## src/rtl/mmpc_pkg.sv

```systemverilog
package mmpc_pkg;

    typedef enum logic [1:0] {
        MODE_FREE    = 2'b00,
        MODE_ONESHOT = 2'b01,
        MODE_CLAMP   = 2'b10,
        MODE_DIVN    = 2'b11
    } cnt_mode_e;

    typedef enum logic [1:0] {
        IX_NONE  = 2'b00,
        IX_LOAD  = 2'b01,
        IX_CLEAR = 2'b10,
        IX_LATCH = 2'b11
    } ix_fn_e;

endpackage

```

## src/rtl/mmpc_action.sv

```systemverilog
module mmpc_action
    import mmpc_pkg::*;
(
    input  logic       cmd_load,
    input  logic       cmd_clear,
    input  logic       cmd_latch,
    input  logic       idx_in,
    input  logic [1:0] idx_sel,
    output logic       do_load,
    output logic       do_clear,
    output logic       do_latch
);
    logic host_any;

    always_comb begin
        host_any = cmd_load | cmd_clear | cmd_latch;
        do_load  = 1'b0;
        do_clear = 1'b0;
        do_latch = 1'b0;
        if (host_any) begin
            // host wins; clear beats load
            do_clear = cmd_clear;
            do_load  = cmd_load & ~cmd_clear;
            do_latch = cmd_latch;
        end else if (idx_in) begin
            do_load  = (idx_sel == IX_LOAD);
            do_clear = (idx_sel == IX_CLEAR);
            do_latch = (idx_sel == IX_LATCH);
        end
    end
endmodule

```

## src/rtl/mmpc_step.sv

```systemverilog
module mmpc_step
    import mmpc_pkg::*;
#(
    parameter int W = 32
) (
    input  logic [W-1:0] cur,
    input  logic [W-1:0] pre,
    input  logic         up,
    input  logic [1:0]   mode,
    output logic [W-1:0] nxt,
    output logic         carry,
    output logic         borrow,
    output logic         roll
);
    localparam logic [W-1:0] ALL_ONES = {W{1'b1}};
    localparam logic [W-1:0] ZERO     = '0;

    logic at_top;
    logic at_zero;
    logic at_pre;

    always_comb begin
        at_top  = (cur == ALL_ONES);
        at_zero = (cur == ZERO);
        at_pre  = (cur == pre);
        nxt     = up ? cur + 1'b1 : cur - 1'b1;
        carry   = 1'b0;
        borrow  = 1'b0;
        roll    = 1'b0;
        case (mode)
            MODE_FREE, MODE_ONESHOT: begin
                carry  = up & at_top;
                borrow = ~up & at_zero;
            end
            MODE_CLAMP: begin
                if (up && at_pre)       nxt = cur;
                if (!up && at_zero)     nxt = cur;
            end
            default: begin
                if (up && at_pre) begin
                    nxt  = ZERO;
                    roll = 1'b1;
                end else if (!up && at_zero) begin
                    nxt  = pre;
                    roll = 1'b1;
                end
            end
        endcase
    end
endmodule

```

## src/rtl/mmp_counter.sv

```systemverilog
module mmp_counter
    import mmpc_pkg::*;
#(
    parameter int W = 32
) (
    input  logic         clk,
    input  logic         rst_n,
    input  logic [1:0]   mode,
    input  logic [1:0]   idx_sel,
    input  logic         cnt_dis,
    input  logic         cnt_stb,
    input  logic         cnt_up,
    input  logic         idx_in,
    input  logic         cmd_load,
    input  logic         cmd_clear,
    input  logic         cmd_latch,
    input  logic         pr_wr,
    input  logic [W-1:0] pr_wdata,
    output logic [W-1:0] cnt_q,
    output logic [W-1:0] ol_q,
    output logic [W-1:0] pr_q,
    output logic         carry_p,
    output logic         borrow_p,
    output logic         cmp_p,
    output logic         cmp_dir,
    output logic         roll_p
);
    typedef struct packed {
        logic [W-1:0] cnt;
        logic [W-1:0] ol;
        logic [W-1:0] pr;
        logic         run;
        logic         carry;
        logic         borrow;
        logic         cmp;
        logic         dir;
        logic         roll;
    } state_t;

    state_t s_d, s_q;

    logic         do_load, do_clear, do_latch;
    logic [W-1:0] step_nxt;
    logic         step_carry, step_borrow, step_roll;
    logic         accept;

    mmpc_action u_act (
        .cmd_load (cmd_load),
        .cmd_clear(cmd_clear),
        .cmd_latch(cmd_latch),
        .idx_in   (idx_in),
        .idx_sel  (idx_sel),
        .do_load  (do_load),
        .do_clear (do_clear),
        .do_latch (do_latch)
    );

    mmpc_step #(.W(W)) u_step (
        .cur   (s_q.cnt),
        .pre   (s_q.pr),
        .up    (cnt_up),
        .mode  (mode),
        .nxt   (step_nxt),
        .carry (step_carry),
        .borrow(step_borrow),
        .roll  (step_roll)
    );

    always_comb begin
        s_d        = s_q;
        s_d.carry  = 1'b0;
        s_d.borrow = 1'b0;
        s_d.cmp    = 1'b0;
        s_d.roll   = 1'b0;
        accept     = cnt_stb & ~cnt_dis & (s_q.run | (mode != MODE_ONESHOT));

        if (pr_wr)    s_d.pr = pr_wdata;
        if (do_latch) s_d.ol = s_q.cnt;

        if (do_clear) begin
            s_d.cnt = '0;
            s_d.run = 1'b1;
        end else if (do_load) begin
            s_d.cnt = s_q.pr;
            s_d.run = 1'b1;
        end else if (accept) begin
            s_d.cnt    = step_nxt;
            s_d.carry  = step_carry;
            s_d.borrow = step_borrow;
            s_d.roll   = step_roll;
            s_d.cmp    = (step_nxt != s_q.cnt) && (step_nxt == s_q.pr);
            s_d.dir    = cnt_up;
            if ((mode == MODE_ONESHOT) && (step_carry || step_borrow))
                s_d.run = 1'b0;
        end
    end

    always_ff @(posedge clk) begin
        if (!rst_n) begin
            s_q     <= '0;
            s_q.run <= 1'b1;
        end else begin
            s_q <= s_d;
        end
    end

    assign cnt_q    = s_q.cnt;
    assign ol_q     = s_q.ol;
    assign pr_q     = s_q.pr;
    assign carry_p  = s_q.carry;
    assign borrow_p = s_q.borrow;
    assign cmp_p    = s_q.cmp;
    assign cmp_dir  = s_q.dir;
    assign roll_p   = s_q.roll;
endmodule

```

## config.mk

```make
export PLATFORM = sky130hd
export DESIGN_NAME = mmp_counter
export DESIGN_NICKNAME = d
export VERILOG_FILES = /design/src/rtl/mmpc_pkg.sv /design/src/rtl/mmpc_action.sv /design/src/rtl/mmpc_step.sv /design/src/rtl/mmp_counter.sv
export SDC_FILE = /design/constraint.sdc
export NUM_CORES = 1
export LEC_CHECK = 0
export BUFFER_PORTS_ARGS = -buffer_cell sky130_fd_sc_hd__clkbuf_2
export CORE_MARGIN = 1
export CORE_UTILIZATION = 36
export CTS_BUF_LIST = sky130_fd_sc_hd__clkbuf_8 sky130_fd_sc_hd__clkbuf_16
export DETAILED_ROUTE_END_ITERATION = 10
export SLEW_MARGIN = 0
export SYNTH_ARGS = -nofsm -noshare
export SYNTH_HDL_FRONTEND = slang
export SYNTH_HIERARCHICAL = 1
export SYNTH_SLANG_ARGS = --single-unit
```

## constraint.sdc

```tcl
create_clock -name clk -period 4.6 [get_ports clk]
set_clock_uncertainty 0.05 [all_clocks]
set_input_delay 0.23 -clock clk [delete_from_list [all_inputs] [get_ports clk]]
set_output_delay 0.23 -clock clk [all_outputs]
set_load 0.02 [all_outputs]
```

After elaboration in Yosys (flattened, before gate mapping)
Index checks and enable logic that the tools add are counted.
{ "op_classes": {"n_addsub": 2, "reduce_logical": 16, "bitwise_logic": 15, "eq_ne": 10, "muxes": 18} }
{ "op_table": {"columns": ["cell", "n"], "rows": [
  ["32-bit 2-to-1 mux", 7],
  ["32-bit equality test", 2],
  ["32-bit one-hot mux with 2 select lines", 1],
  ["32-bit by 1-bit adder with 32-bit output, second input constant", 1],
  ["32-bit equality test, second input constant", 1],
  ["32-bit zero test", 1],
  ["32-bit != test", 1],
  ["32-bit by 1-bit subtractor with 32-bit output, second input constant", 1],
  ["1-bit 2-to-1 mux", 10],
  ["1-bit NOT", 7],
  ["7-bit OR reduction", 1],
  ["2-bit equality test, second input constant", 3],
  ["1-bit bitwise AND", 5],
  ["2-bit by 1-bit equality test with 1-bit output, second input constant", 2],
  ["1-bit logical AND", 4],
  ["2-bit OR reduction", 2],
  ["4-bit OR reduction", 1],
  ["1-bit OR", 3],
  ["3-bit AND reduction", 1],
  ["3-bit OR reduction", 1],
  ["2-bit zero test", 1],
  ["2-bit by 1-bit != test with 1-bit output, second input constant", 1],
  ["2-bit AND reduction", 1],
  ["2-bit nonzero test", 1],
  ["other kinds (2)", 2]
]} }
{ "totals": {"word_cells": 70, "input_bits": 46, "ff_bits": 102, "out_inout_bits": 101} }

Longest topological paths before layout
Gate-level depths: netlist (run 1).
{ "logic_depth": {"word_depth": 7, "ltp_mapped": 16, "mapped_depth_nobuf": 15} }

Modules after synthesis
Netlist (run 1), hierarchy kept.
{ "by_module_without_submodules": {"columns": ["module", "cells_per_inst", "instances", "area_each_um2"], "rows": [
  ["mmp_counter", 550, 1, 5656.7],
  ["mmpc_step", 374, 1, 2681.3],
  ["mmpc_action", 7, 1, 57.6]
]} }

Worst setup path after synthesis (run 1)
OpenSTA, ideal clock, no wires.
{ "synth_path": {"kind": "in2reg", "start": "in cnt_up", "end": "reg s_q, in the netlist cmp_p", "setup_time_ps": 70, "path_buffers": 1, "arrival_time_ps": 3564, "path_slack_ps": 916, "cell_stages": 16, "cell_sequence": "inv_1 ha_1 buf_2 a21o_1 a31oi_1 nand2_1 a41oi_1 o31ai_1 a311o_1 xnor2_1 o2bb2ai_1 xnor2_1 nand4_1 nor4_1 nand4_1 a21oi_1"} }
{ "synth_via": {"elab_chain_cells": 7, "word_cells_on_any_way": 12, "classes_between": "2 x eq/ne; 6 x mux; 4 x reduce/logical"} }
{ "synth_rtl": {"columns": ["element", "line", "rtl"], "rows": [
  ["start, declared", "mmp_counter.sv:12", "input logic cnt_up,"],
  ["1-bit zero test", "mmpc_step.sv:37, mmpc_step.sv:43", null],
  ["1-bit logical AND", "mmpc_step.sv:37, mmpc_step.sv:43", null],
  ["32-bit 2-to-1 mux", "mmpc_step.sv:43", "end else if (!up && at_zero) begin"],
  ["32-bit 2-to-1 mux", "mmpc_step.sv:40", "if (up && at_pre) begin"],
  ["32-bit one-hot mux with 2 select lines *", "mmpc_step.sv:30", "case (mode)"],
  ["named net step_nxt[31]", "mmp_counter.sv:43", "logic [W-1:0] step_nxt;"],
  ["32-bit != test or 32-bit equality test (tied branches)", "mmp_counter.sv:91", "s_d.cmp = (step_nxt != s_q.cnt) && (step_nxt == s_q.pr);"],
  ["1-bit logical AND *", "mmp_counter.sv:91", null],
  ["end, declared", "mmp_counter.sv:40", "state_t s_d, s_q;"]
]} }
The timed path passes the listed nets; every way through them passes the cells marked *.
A chain may end at the register's enable or synchronous reset.

Worst setup path in the final report (run 1)
{ "layout_path": {"start": "reg s_q, in the netlist cnt_q[2]", "end": "reg s_q, in the netlist cmp_p"} }
{ "layout_via": {"elab_chain_cells": 7, "word_cells_on_any_way": 15, "classes_between": "2 x add/sub; 3 x eq/ne; 6 x mux; 4 x reduce/logical"} }
{ "layout_rtl": {"columns": ["element", "line", "rtl"], "rows": [
  ["32-bit by 1-bit subtractor with 32-bit output (tied with other cells)", "mmpc_step.sv:26", "nxt = up ? cur + 1'b1 : cur - 1'b1;"],
  ["32-bit 2-to-1 mux (tied with other cells)", "mmpc_step.sv:26", null],
  ["32-bit 2-to-1 mux, on equally long branches", "mmpc_step.sv:43, mmpc_step.sv:36", null],
  ["32-bit 2-to-1 mux, on equally long branches", "mmpc_step.sv:40, mmpc_step.sv:37", null],
  ["32-bit one-hot mux with 2 select lines *", "mmpc_step.sv:30", null],
  ["named net step_nxt[28]", "mmp_counter.sv:43", null],
  ["32-bit != test or 32-bit equality test (tied branches)", "mmp_counter.sv:91", null],
  ["1-bit logical AND *", "mmp_counter.sv:91", null]
]} }
Marks and branches as above.

==> metrics.csv, run 1 <==
stage;metric;value;unit
outcome;outcome;finished clean;
layout;final_cell_mix;clkbuf_2 (146), dfxtp_1 (102), mux2i_1 (97), xnor2_1 (79), nor2b_1 (70);
worst_setup_path;crit_family;simple AND/OR/NAND/NOR gates;
sta;fmax;245.9;MHz
logic_synthesis;synthCells;931;
placement;hpwl;18660;um
routing;detail_route.vias_per_cell;5.241;
clocking;path_clk_slew;0.08;ns
sta;final.setup.tns;0;ns
layout;diodes;0;
worst_setup_path;worstPathArrival;4.31;ns
clocking;cts_setup_buffers;0;
worst_setup_path;reg2reg_from;cnt_q[2];
global_routing;grt_pass1_wl;37780;um
worst_setup_path;critPathCaptureType;flop;
power;internal-power;1597;uW
logic_synthesis;async_reset_ff_frac;0;
clocking;cts_tree;built;
layout;drive_gt1_frac;0.2520;
logic_synthesis;synth_flop_cell;dfxtp_1;
routing;drc_errors;0;
routing;drt_iter0_markers;603;
worst_setup_path;critPathMaxFanout;13;
clocking;cts_made_buffers;9;
logic_synthesis;netlist_area;8396;sq um
worst_setup_path;cpPeakStageDelay;0.55;ns
logic_synthesis;yosysWarnings;6;
sta;setup_violations;0;
power;power_frac_comb;0.299;
logic_synthesis;avgSynthCellArea;9.018;sq um
worst_setup_path;worstSetupStartpointType;flop;
global_routing;grt.overflow.total;0;
worst_setup_path;ff2ff_path_depth;14;
sta;rsz0062_at_grt;no;
die;dieWidth;154.7;um
worst_setup_path;reg2reg_setup_slack;0.53;ns
power;p_leak;0.004000;uW
layout;layout.nets;1060;
power;clkPwrFrac;0.302;
routing;drtAntennaViolNets;0;
clocking;cts_root_buf;clkbuf_16;
routing;first_pass_iters;5;
die;dieArea;23940;sq um
worst_setup_path;cp.buffers_inverters;1;
die;rows;55;
worst_setup_path;cp_cell_sequence;xor2_1 -> nor4_1 -> nand4_1 -> nor3_2 -> o21a_1 -> buf_4 -> nor3b_1 -> a211oi_1 -> nand2_1 -> xnor2_1 -> nand4_1 -> nor4_1 -> nand4_1 -> a21oi_1;
sta;final_hold_viol_count;0;
worst_setup_path;crit_start;cnt_q[2];
logic_synthesis;syn_nets;1008;
logic_synthesis;synth.distinct_cells;69;
die;io_pins;147;
clocking;holdBufCountCts;0;
worst_setup_path;reg2reg_to;cmp_p;
routing;wl_per_cell;18.78;um
logic_synthesis;synth-edff-count;0;
logic_synthesis;ys_seq_area_frac;0.2432;
layout;syn2layout_area_growth;8.599;%
worst_hold_path;hp-class;primary input to flop;
sta;period_minus_slack;4.067;ns
clocking;cts_resized;0;
power;seqPwrFrac;0.399;
worst_setup_path;critical_path.most_common_cell;nand4_1;
power;power.switching;847.3;uW
worst_setup_path;worstSetupPathType;flop to flop;
global_routing;antenna_found_initial;0;
sta;post-route-period-util;0.8841;
power;switching_share;0.3466;
clocking;clk_latency;0.36;ns
die;start_util;0.3686;
placement;port_buffers;146;
routing;dr_total_vias;6818;
global_routing;grt_usage;0.2055;
worst_setup_path;path_depth;14;
clocking;clock_path_buffers;2;
worst_setup_path;crit_path_top_delay_cell;nor4_1;
logic_synthesis;ys_ff_latch;102;
die;die_y;154.7;um
sta;drv_slew;0;
die;core;22780;sq um
layout;layout_commonest_cell;clkbuf_2;
layout;utilization;0.4003;
power;powerDensity;268.1;nW/um^2
routing;routed_wl;24430;um
clocking;htreeDepth;3;
sta;max_slew.worst_pin.slew;1.135;ns
sta;slew_headroom;0.2431;
run;maxCapViolations;0;
worst_setup_path;crit_path_end;cmp_p;
placement;place.gp.congestion;0.9141;
global_routing;first_global_vias;6455;
clocking;clock_sinks;102;
power;irDropWorstVdd;0.0001462;V
global_routing;grt_max_degree;67;
worst_setup_path;crit_required;4.84;ns
[routing by layer]
layer / up-vias / GRT usage / routed length [um]
li1: 3331 / - / -
met1: 3250 / 0.2717 / 11350
met2: 209 / 0.3486 / 11710
met3: 28 / 0.02550 / 944
met4: 0 / 0.06035 / 431
met5: - / 0 / 0
[worst register-to-register path, stage by stage, from the launching register on]
cell	delay, ns
dfxtp_1	0.54
xor2_1	0.18
nor4_1	0.55
nand4_1	0.20
nor3_2	0.33
o21a_1	0.49
buf_4	0.29
nor3b_1	0.07
a211oi_1	0.23
nand2_1	0.16
xnor2_1	0.23
nand4_1	0.13
nor4_1	0.23
nand4_1	0.14
a21oi_1	0.15
[cells in the mapped netlist (all sizes together), types with 4 or more instances]
cell,number,share of area
buf,119,0.10
dfxtp,102,0.24
mux2i,97,0.12
xnor2,79,0.082
nor2b,70,0.052
nor2,55,0.025
xor2,45,0.047
o21ai,42,0.025
mux2,32,0.055
nand4,31,0.023
ha,30,0.045
a21oi,26,0.016
a22oi,25,0.022
clkbuf,21,0.0094
nor4,20,0.015
nand2,19,0.0085
a21o,18,0.016
nand3,11,0.0066
inv,10,0.0045
nor3,8,0.0086
a31oi,6,0.0063
and3,6,0.0045
a211oi,5,0.0057
o21a,5,0.0045
o31ai,4,0.0036
[how the worst min path moves through the flow]
stage | startpoint | to | slack [ns] | cells after the start
finish | pr_wdata[21] | pr_q[21] | 0.07 | 3
global route | pr_wdata[3] | pr_q[3] | 0.07 | 3
CTS | pr_wdata[18] | pr_q[18] | 0.06 | 3
detailed placement | s_q[5] | s_q[5] | 0.41 | 2
global placement | s_q[5] | s_q[5] | 0.41 | 2
floorplan | cnt_up | cmp_dir | 0.35 | 2
[layout make-up]
type,count,area (sq um)
Clock inverter,7,52.55
Clock buffer,9,225.2
Sequential cell,102,2042
Timing Repair Buffer,181,993.5
Fill cell,2344,13660
Multi-Input combinational cell,679,5375
Inverter,10,37.54
Tap cell,313,391.6
[metrics by stage]
step	area, sq um	setup WS, ns	hold slack, ns	cells	total power (uW)
after detailed placement	8840	0.3303	0.4118	1285	1721
final	9117	0.5331	0.07120	1301	2444
after global placement	8840	0.4507	0.4063	1285	1720
after global routing	9117	0.3595	0.07470	1301	2553
after floorplan	8396	0.9164	0.3495	931	1531
after CTS	9117	0.6887	0.06395	1301	2472
[cells by family (layout without fill, tap and decap cells)]
logic type                 count (synthesis)  in the layout  share of synthesized area
and+or+nand+nor                          236            236                     0.1602
AOI/OAI and AO/OA                        159            159                     0.1317
buffers and inverters                    150            207                     0.1182
muxes                                    129            129                     0.1702
xor gates and xnor gates                 124            124                     0.1294
DFF                                      102            102                     0.2432
adders and majority gates                 31             31                    0.04709
[power groups by stage]
stage	Sequential, uW	Combinational, uW	Clock [uW]
final	975	731	739
after global routing	980	784	789
after CTS	976	728	769
after detailed placement	997	724	0
after global placement	996	724	0
after floorplan	977	554	0
(Power assumes the default switching activity.)
==> inputs of run 2 (changes only) <==
RECOVER_POWER = 25   (was default)
==> run 2 against run 1 <==
The run now ends with capacitance limit, slew limit left. Largest power group unchanged. Clock power about the same. Maximum frequency decreased by 0.64%. Core utilization down 0.22 points. Sequential power is essentially flat. Via count down 0.13%. Die area unchanged. Setup slack lost 0.026 ns. Register-to-register slack got worse by 0.03 ns. Non-clock buffer count stayed put.
==> metrics.csv, run 2 (same netlist as run 1, synthesis figures left out) <==
stage;metric;value;unit;change
clocking;path_clk_slew;0.08;ns;about the same
routing;dr_total_vias;6809;;-0.13%
clocking;clock_path_buffers;2;;unchanged
worst_setup_path;reg2reg_to;cmp_p;;
worst_setup_path;reg2reg_setup_slack;0.51;ns;-0.03 ns
worst_setup_path;critPathCaptureType;flop;;
sta;drv_slew;33;;+33
sta;setup_violations;0;;unchanged
worst_setup_path;worstPathArrival;4.33;ns;+0.02 ns
global_routing;grt_usage;0.2055;;unchanged
worst_setup_path;cpPeakStageDelay;0.55;ns;about the same
outcome;outcome;finished, violations left;;
routing;detail_route.vias_per_cell;5.234;;-0.13%
sta;fin_ws;0.5070;ns;-0.02608 ns
die;core;22780;sq um;unchanged
clocking;cts_made_buffers;9;;unchanged
sta;rsz0062_at_grt;no;;
worst_setup_path;reg2reg_from;cnt_q[2];;
worst_setup_path;worstSetupPathType;flop to flop;;
worst_setup_path;cp_cell_sequence;xor2_1 -> nor4_1 -> nand4_1 -> nor3_2 -> o21a_1 -> buf_4 -> nor3b_1 -> a211oi_1 -> nand2_1 -> xnor2_1 -> nand4_1 -> nor4_1 -> nand4_1 -> a21oi_1;;
power;irDropWorstVdd;0.0001460;V;-0.17%
die;rows;55;;unchanged
global_routing;grt.overflow.total;0;;unchanged
placement;hpwl;18660;um;unchanged
clocking;cts_tree;built;;
die;io_pins;147;;unchanged
routing;drtAntennaViolNets;0;;unchanged
sta;final.setup.tns;0;ns;unchanged
layout;final_cell_mix;clkbuf_2 (106), dfxtp_1 (102), mux2i_1 (97), xnor2_1 (79), nor2b_1 (70);;
worst_setup_path;crit_path_top_delay_cell;dfxtp_1;;
worst_hold_path;hp-class;primary input to flop;;
layout;multiInputGateArea;5375;sq um;unchanged
worst_setup_path;ff2ff_path_depth;14;;unchanged
worst_setup_path;worstSetupStartpointType;flop;;
layout;final_cell_area;9067;sq um;-0.55%
sta;period_minus_slack;4.093;ns;+0.02608 ns
layout;nFillCells;2361;;+0.73%
layout;utilization;0.3981;;-0.002198
layout;layout_commonest_cell;clkbuf_2;;
worst_setup_path;crit_path_end;cmp_p;;
power;powerDensity;269.6;nW/um^2;+0.57%
sta;fmax;244.3;MHz;-0.64%
routing;routed_wl;24500;um;+0.31%
clocking;htreeDepth;3;;unchanged
power;p_leak;0.003863;uW;-3.4%
layout;syn2layout_area_growth;8.003;%;
placement;placed_cell_area;8840;sq um;unchanged
routing;drt_iter0_markers;604;;+0.17%
worst_setup_path;crit_required;4.84;ns;about the same
sta;final_hold_viol_count;0;;unchanged
routing;wl_per_cell;18.83;um;+0.31%
placement;port_buffers;146;;unchanged
global_routing;antenna_found_initial;0;;unchanged
placement;place.gp.congestion;0.9141;;unchanged
worst_setup_path;crit_start;cnt_q[2];;
global_routing;grt_pass1_wl;37780;um;unchanged
global_routing;grt_max_degree;67;;unchanged
worst_setup_path;critPathMaxFanout;13;;unchanged
sta;max_slew.worst_pin.slew;2.438;ns;+1.302 ns
die;die_y;154.7;um;unchanged
power;total_power;2445;uW;about the same
layout;diodes;0;;unchanged
placement;pre_cts_slack;0.3303;ns;unchanged
sta;slew_headroom;-0.6250;;-0.8681
global_routing;first_global_vias;6455;;unchanged
clocking;cts_setup_buffers;0;;unchanged
clocking;cts_resized;0;;unchanged
die;dieWidth;154.7;um;unchanged
clocking;clock_sinks;102;;unchanged
clocking;holdBufCountCts;0;;unchanged
sta;post-route-period-util;0.8898;;+0.005669
outcome;violations;capacitance limit, slew limit;;
clocking;cts_root_buf;clkbuf_16;;
routing;first_pass_iters;5;;unchanged
clocking;clk_latency;0.36;ns;about the same
run;maxCapViolations;1;;+1
worst_setup_path;critical_path.most_common_cell;nand4_1;;
layout;layout.nets;1060;;unchanged
layout;seqCellArea;2042;sq um;unchanged
die;dieArea;23940;sq um;unchanged
routing;drc_errors;0;;unchanged
die;start_util;0.3686;;unchanged
layout;drive_gt1_frac;0.2115;;-0.04049
## run 2: area by class of cell
cell class	count	share of cell area
Clock inverter	7	0.005795
Tap cell	313	0.04319
Sequential cell	102	0.2252
Timing Repair Buffer	181	0.1040
Inverter	10	0.004140
Clock buffer	9	0.02484
Multi-Input combinational cell	679	0.5928
## run 2: how the worst min path moves through the flow
stage          cells past startpoint    startpoint       end
2_1_floorplan                      2        cnt_up   cmp_dir
3_3_place_gp                       2        s_q[5]    s_q[5]
3_5_place_dp                       2        s_q[5]    s_q[5]
4_1_cts                            3  pr_wdata[18]  pr_q[18]
5_1_grt                            3   pr_wdata[3]   pr_q[3]
6_report                           3  pr_wdata[21]  pr_q[21]
## run 2: metal layers
layer | vias to the layer above | share of wire | GRT usage
li1 | 3329 | - | -
met4 | 0 | 0.019 | 0.06035
met2 | 202 | 0.48 | 0.3486
met1 | 3248 | 0.46 | 0.2717
met3 | 30 | 0.040 | 0.02550
met5 | - | 0 | 0
## run 2: where the power goes
group,switching [uW],internal [uW]
registers,62.2,913
logic,415,316
clock network,370,368
## run 2: through the flow
step / hold slack (ns) / instances
after floorplan: 0.3495 / 931
after CTS: 0.06395 / 1301
after global placement: 0.4063 / 1285
after global routing: 0.07470 / 1301
final: 0.07141 / 1301
after detailed placement: 0.4118 / 1285
## run 2: critical path, delay by kind of cell, from the launching register on
kind	cells	cell delay [ns]
buffers and inverters	1	0.29
AND/OR/NAND/NOR	8	1.81
AO/OA/AOI/OAI	3	0.88
XOR/XNOR	2	0.41
flip-flops	1	0.55
==> inputs of run 3 (changes only) <==
==> constraint.sdc (replaced) <==
create_clock -name clk -period 4.6 [get_ports clk]
set_clock_uncertainty 0.05 [all_clocks]
set_input_delay 0.69 -clock clk [delete_from_list [all_inputs] [get_ports clk]]
set_output_delay 0.69 -clock clk [all_outputs]
set_load 0.02 [all_outputs]
==> run 3 against run 2 <==
The run still ends with capacitance limit, slew limit left. Non-clock buffer count increased by 20. Sequential share of layout area decreased by 0.60 points. Register-to-register slack improved by 0.08 ns. Setup slack improved by 0.038 ns. Critical endpoint unchanged. Combinational power increased by 4.2%. Flip-flop and latch count unchanged. Count of clock-buffer cells in the layout unchanged.
==> metrics.csv, run 3 (same netlist as run 1, synthesis figures left out) <==
stage;metric;value;unit;change
outcome;outcome;finished, violations left;;
outcome;violations;capacitance limit, slew limit;;
power;power.switching;849.4;uW;+0.20%
global_routing;grt_pass1_wl;38250;um;+1.3%
placement;hpwl;19060;um;+2.1%
routing;detail_route.vias_per_cell;5.286;;+0.99%
routing;routed.top_layer;met4;;
layout;final_cell_count_no_fill;1320;;+1.5%
clocking;cts_root_buf;clkbuf_16;;
routing;drt_iter0_markers;515;;-15%
routing;dr_total_vias;6977;;+2.5%
sta;rsz0062_at_grt;no;;
worst_setup_path;reg2reg_setup_slack;0.59;ns;+0.08 ns
worst_setup_path;reg2reg_to;cmp_p;;
worst_setup_path;worstSetupStartpointType;primary input;;
power;switching_share;0.3161;;-0.03065
worst_setup_path;reg2reg_from;cnt_q[1];;
worst_setup_path;critPathCaptureType;flop;;
placement;post-place-cells;1305;;+1.6%
routing;first_pass_iters;5;;unchanged
sta;drv_slew;33;;unchanged
power;clkPwrFrac;0.353;;+0.051
sta;post-route-period-util;0.8815;;-0.008334
global_routing;first_global_vias;6550;;+1.5%
layout;layout_commonest_cell;clkbuf_2;;
clocking;clock_sinks;102;;unchanged
layout;nFillCells;2364;;+0.13%
placement;place.gp.congestion;0.9228;;+0.95%
power;internal-power;1838;uW;+15%
die;io_pins;147;;unchanged
sta;slew_headroom;-0.6158;;+0.009270
placement;placed_cell_area;9002;sq um;+1.8%
worst_setup_path;worstSetupPathType;primary input to flop;;
power;p_leak;0.004017;uW;+4.0%
routing;wl_met3;1198;um;+22%
power;total_power;2687;uW;+9.9%
layout;final_cell_area;9314;sq um;+2.7%
layout;drive_gt1_frac;0.2294;;+0.01786
layout;utilization;0.4089;;+0.01082
routing;drtAntennaViolNets;0;;unchanged
routing;wl_met1;11250;um;-1.1%
worst_setup_path;worstPathArrival;4.24;ns;-0.09 ns
power;powerDensity;288.5;nW/um^2;+7.0%
worst_hold_path;min_path_cells;2;;-1
routing;drc_errors;0;;unchanged
die;dieArea;23940;sq um;unchanged
worst_setup_path;critPathMaxFanout;31;;+18
routing;wl_per_cell;18.92;um;+0.47%
global_routing;grt_max_degree;67;;unchanged
worst_hold_path;hold_end;s_q[5];;
worst_hold_path;hp-class;flop to flop;;
clocking;holdBufCountCts;0;;unchanged
power;irDropWorstVdd;0.0001516;V;+3.9%
worst_setup_path;crit_required;4.79;ns;-0.05 ns
sta;final_hold_viol_count;0;;unchanged
clocking;clock_path_buffers;2;;unchanged
layout;diodes;0;;unchanged
worst_hold_path;hold_start;s_q[5];;
global_routing;grt_usage;0.2096;;+0.004122
placement;port_buffers;146;;unchanged
clocking;path_clk_slew;0.07;ns;about the same
routing;wl_met2;11870;um;+1.6%
die;rows;55;;unchanged
sta;setup_violations;0;;unchanged
clocking;cts_resized;0;;unchanged
worst_setup_path;ff2ff_path_depth;14;;unchanged
clocking;htreeDepth;3;;unchanged
die;start_util;0.3686;;unchanged
clocking;cts_setup_buffers;0;;unchanged
power;seqPwrFrac;0.364;;-0.035
layout;layout.nets;1080;;+1.9%
layout;final_cell_mix;clkbuf_2 (108), dfxtp_1 (102), mux2i_1 (97), xnor2_1 (79), nor2b_1 (70);;
clocking;clk_latency;0.37;ns;about the same
routing;routed_wl;24980;um;+1.9%
sta;period_minus_slack;4.055;ns;-0.03834 ns
power;power_frac_comb;0.284;;-0.015
sta;final.setup.tns;0;ns;unchanged
die;dieWidth;154.7;um;unchanged
die;core;22780;sq um;unchanged
run;maxCapViolations;1;;unchanged
layout;syn2layout_area_growth;10.94;%;
sta;fmax;246.6;MHz;+0.95%
die;die_y;154.7;um;unchanged
clocking;cts_made_buffers;9;;unchanged
global_routing;antenna_found_initial;0;;unchanged
global_routing;grt.overflow.total;0;;unchanged
clocking;cts_tree;built;;
sta;max_slew.worst_pin.slew;2.424;ns;-0.01390 ns
run 3: cell count changes in the layout (fill, tap and decap cells not counted), moves of 2 or more:
cell and change:
buf_4 +19, bufinv_16 +4, clkbuf_1 -2, clkbuf_2 +2, clkinv_4 -3, clkinvlp_4 -3
run 3: worst max path at each step:
stage	from	endpoint	slack [ns]	depth (start not counted)
after floorplan	cnt_up	cmp_p	0.46	16
after global placement	cnt_up	cmp_p	0.19	17
after detailed placement	cnt_up	cmp_p	0.22	17
after CTS	cnt_up	cmp_p	0.59	17
after global routing	cnt_up	cmp_p	0.35	17
final	cnt_up	cmp_p	0.55	17
run 3: routing by layer:
metal	GRT usage	vias up
li1	-	3373
met1	0.2691	3331
met2	0.3525	234
met3	0.03390	39
met4	0.07732	0
met5	0	-
run 3: area by class of cell:
cell class	instances	area [sq um]	share of cell area
sequential	102	2042	0.2192
inverter	10	37.54	0.004030
clock buffer	9	225.2	0.02418
timing repair buffer	201	1109	0.1190
tap	313	391.6	0.04205
multi-input combinational	679	5375	0.5771
clock inverter	6	133.9	0.01437
run 3: power by group through the flow:
| stage | clock network, uW | logic (uW) | registers, uW |
|---|---|---|---|
| finish | 948 | 763 | 977 |
| global route | 1010 | 817 | 983 |
| CTS | 980 | 757 | 977 |
| detailed placement | 0 | 753 | 998 |
| global placement | 0 | 758 | 997 |
| floorplan | 0 | 554 | 977 |
run 3: worst max-delay path: stages:
cell	delay, ns
clkbuf_2	0.09
inv_1	0.09
buf_12	0.20
ha_1	0.31
a21o_1	0.19
a31oi_1	0.25
nand3_1	0.15
a211oi_2	0.47
o31ai_1	0.15
a311o_1	0.39
xnor2_1	0.15
o2bb2ai_1	0.22
buf_4	0.17
xnor2_1	0.12
nand4_1	0.11
nor4_1	0.35
a21oi_1	0.11
run 3: per-stage QoR:
stage	hold slack, ns	setup WS, ns
detailed placement	0.4155	0.2210
floorplan	0.3944	0.4564
CTS	0.4265	0.5925
global placement	0.4061	0.1939
global route	0.4530	0.3541
finish	0.4260	0.5453
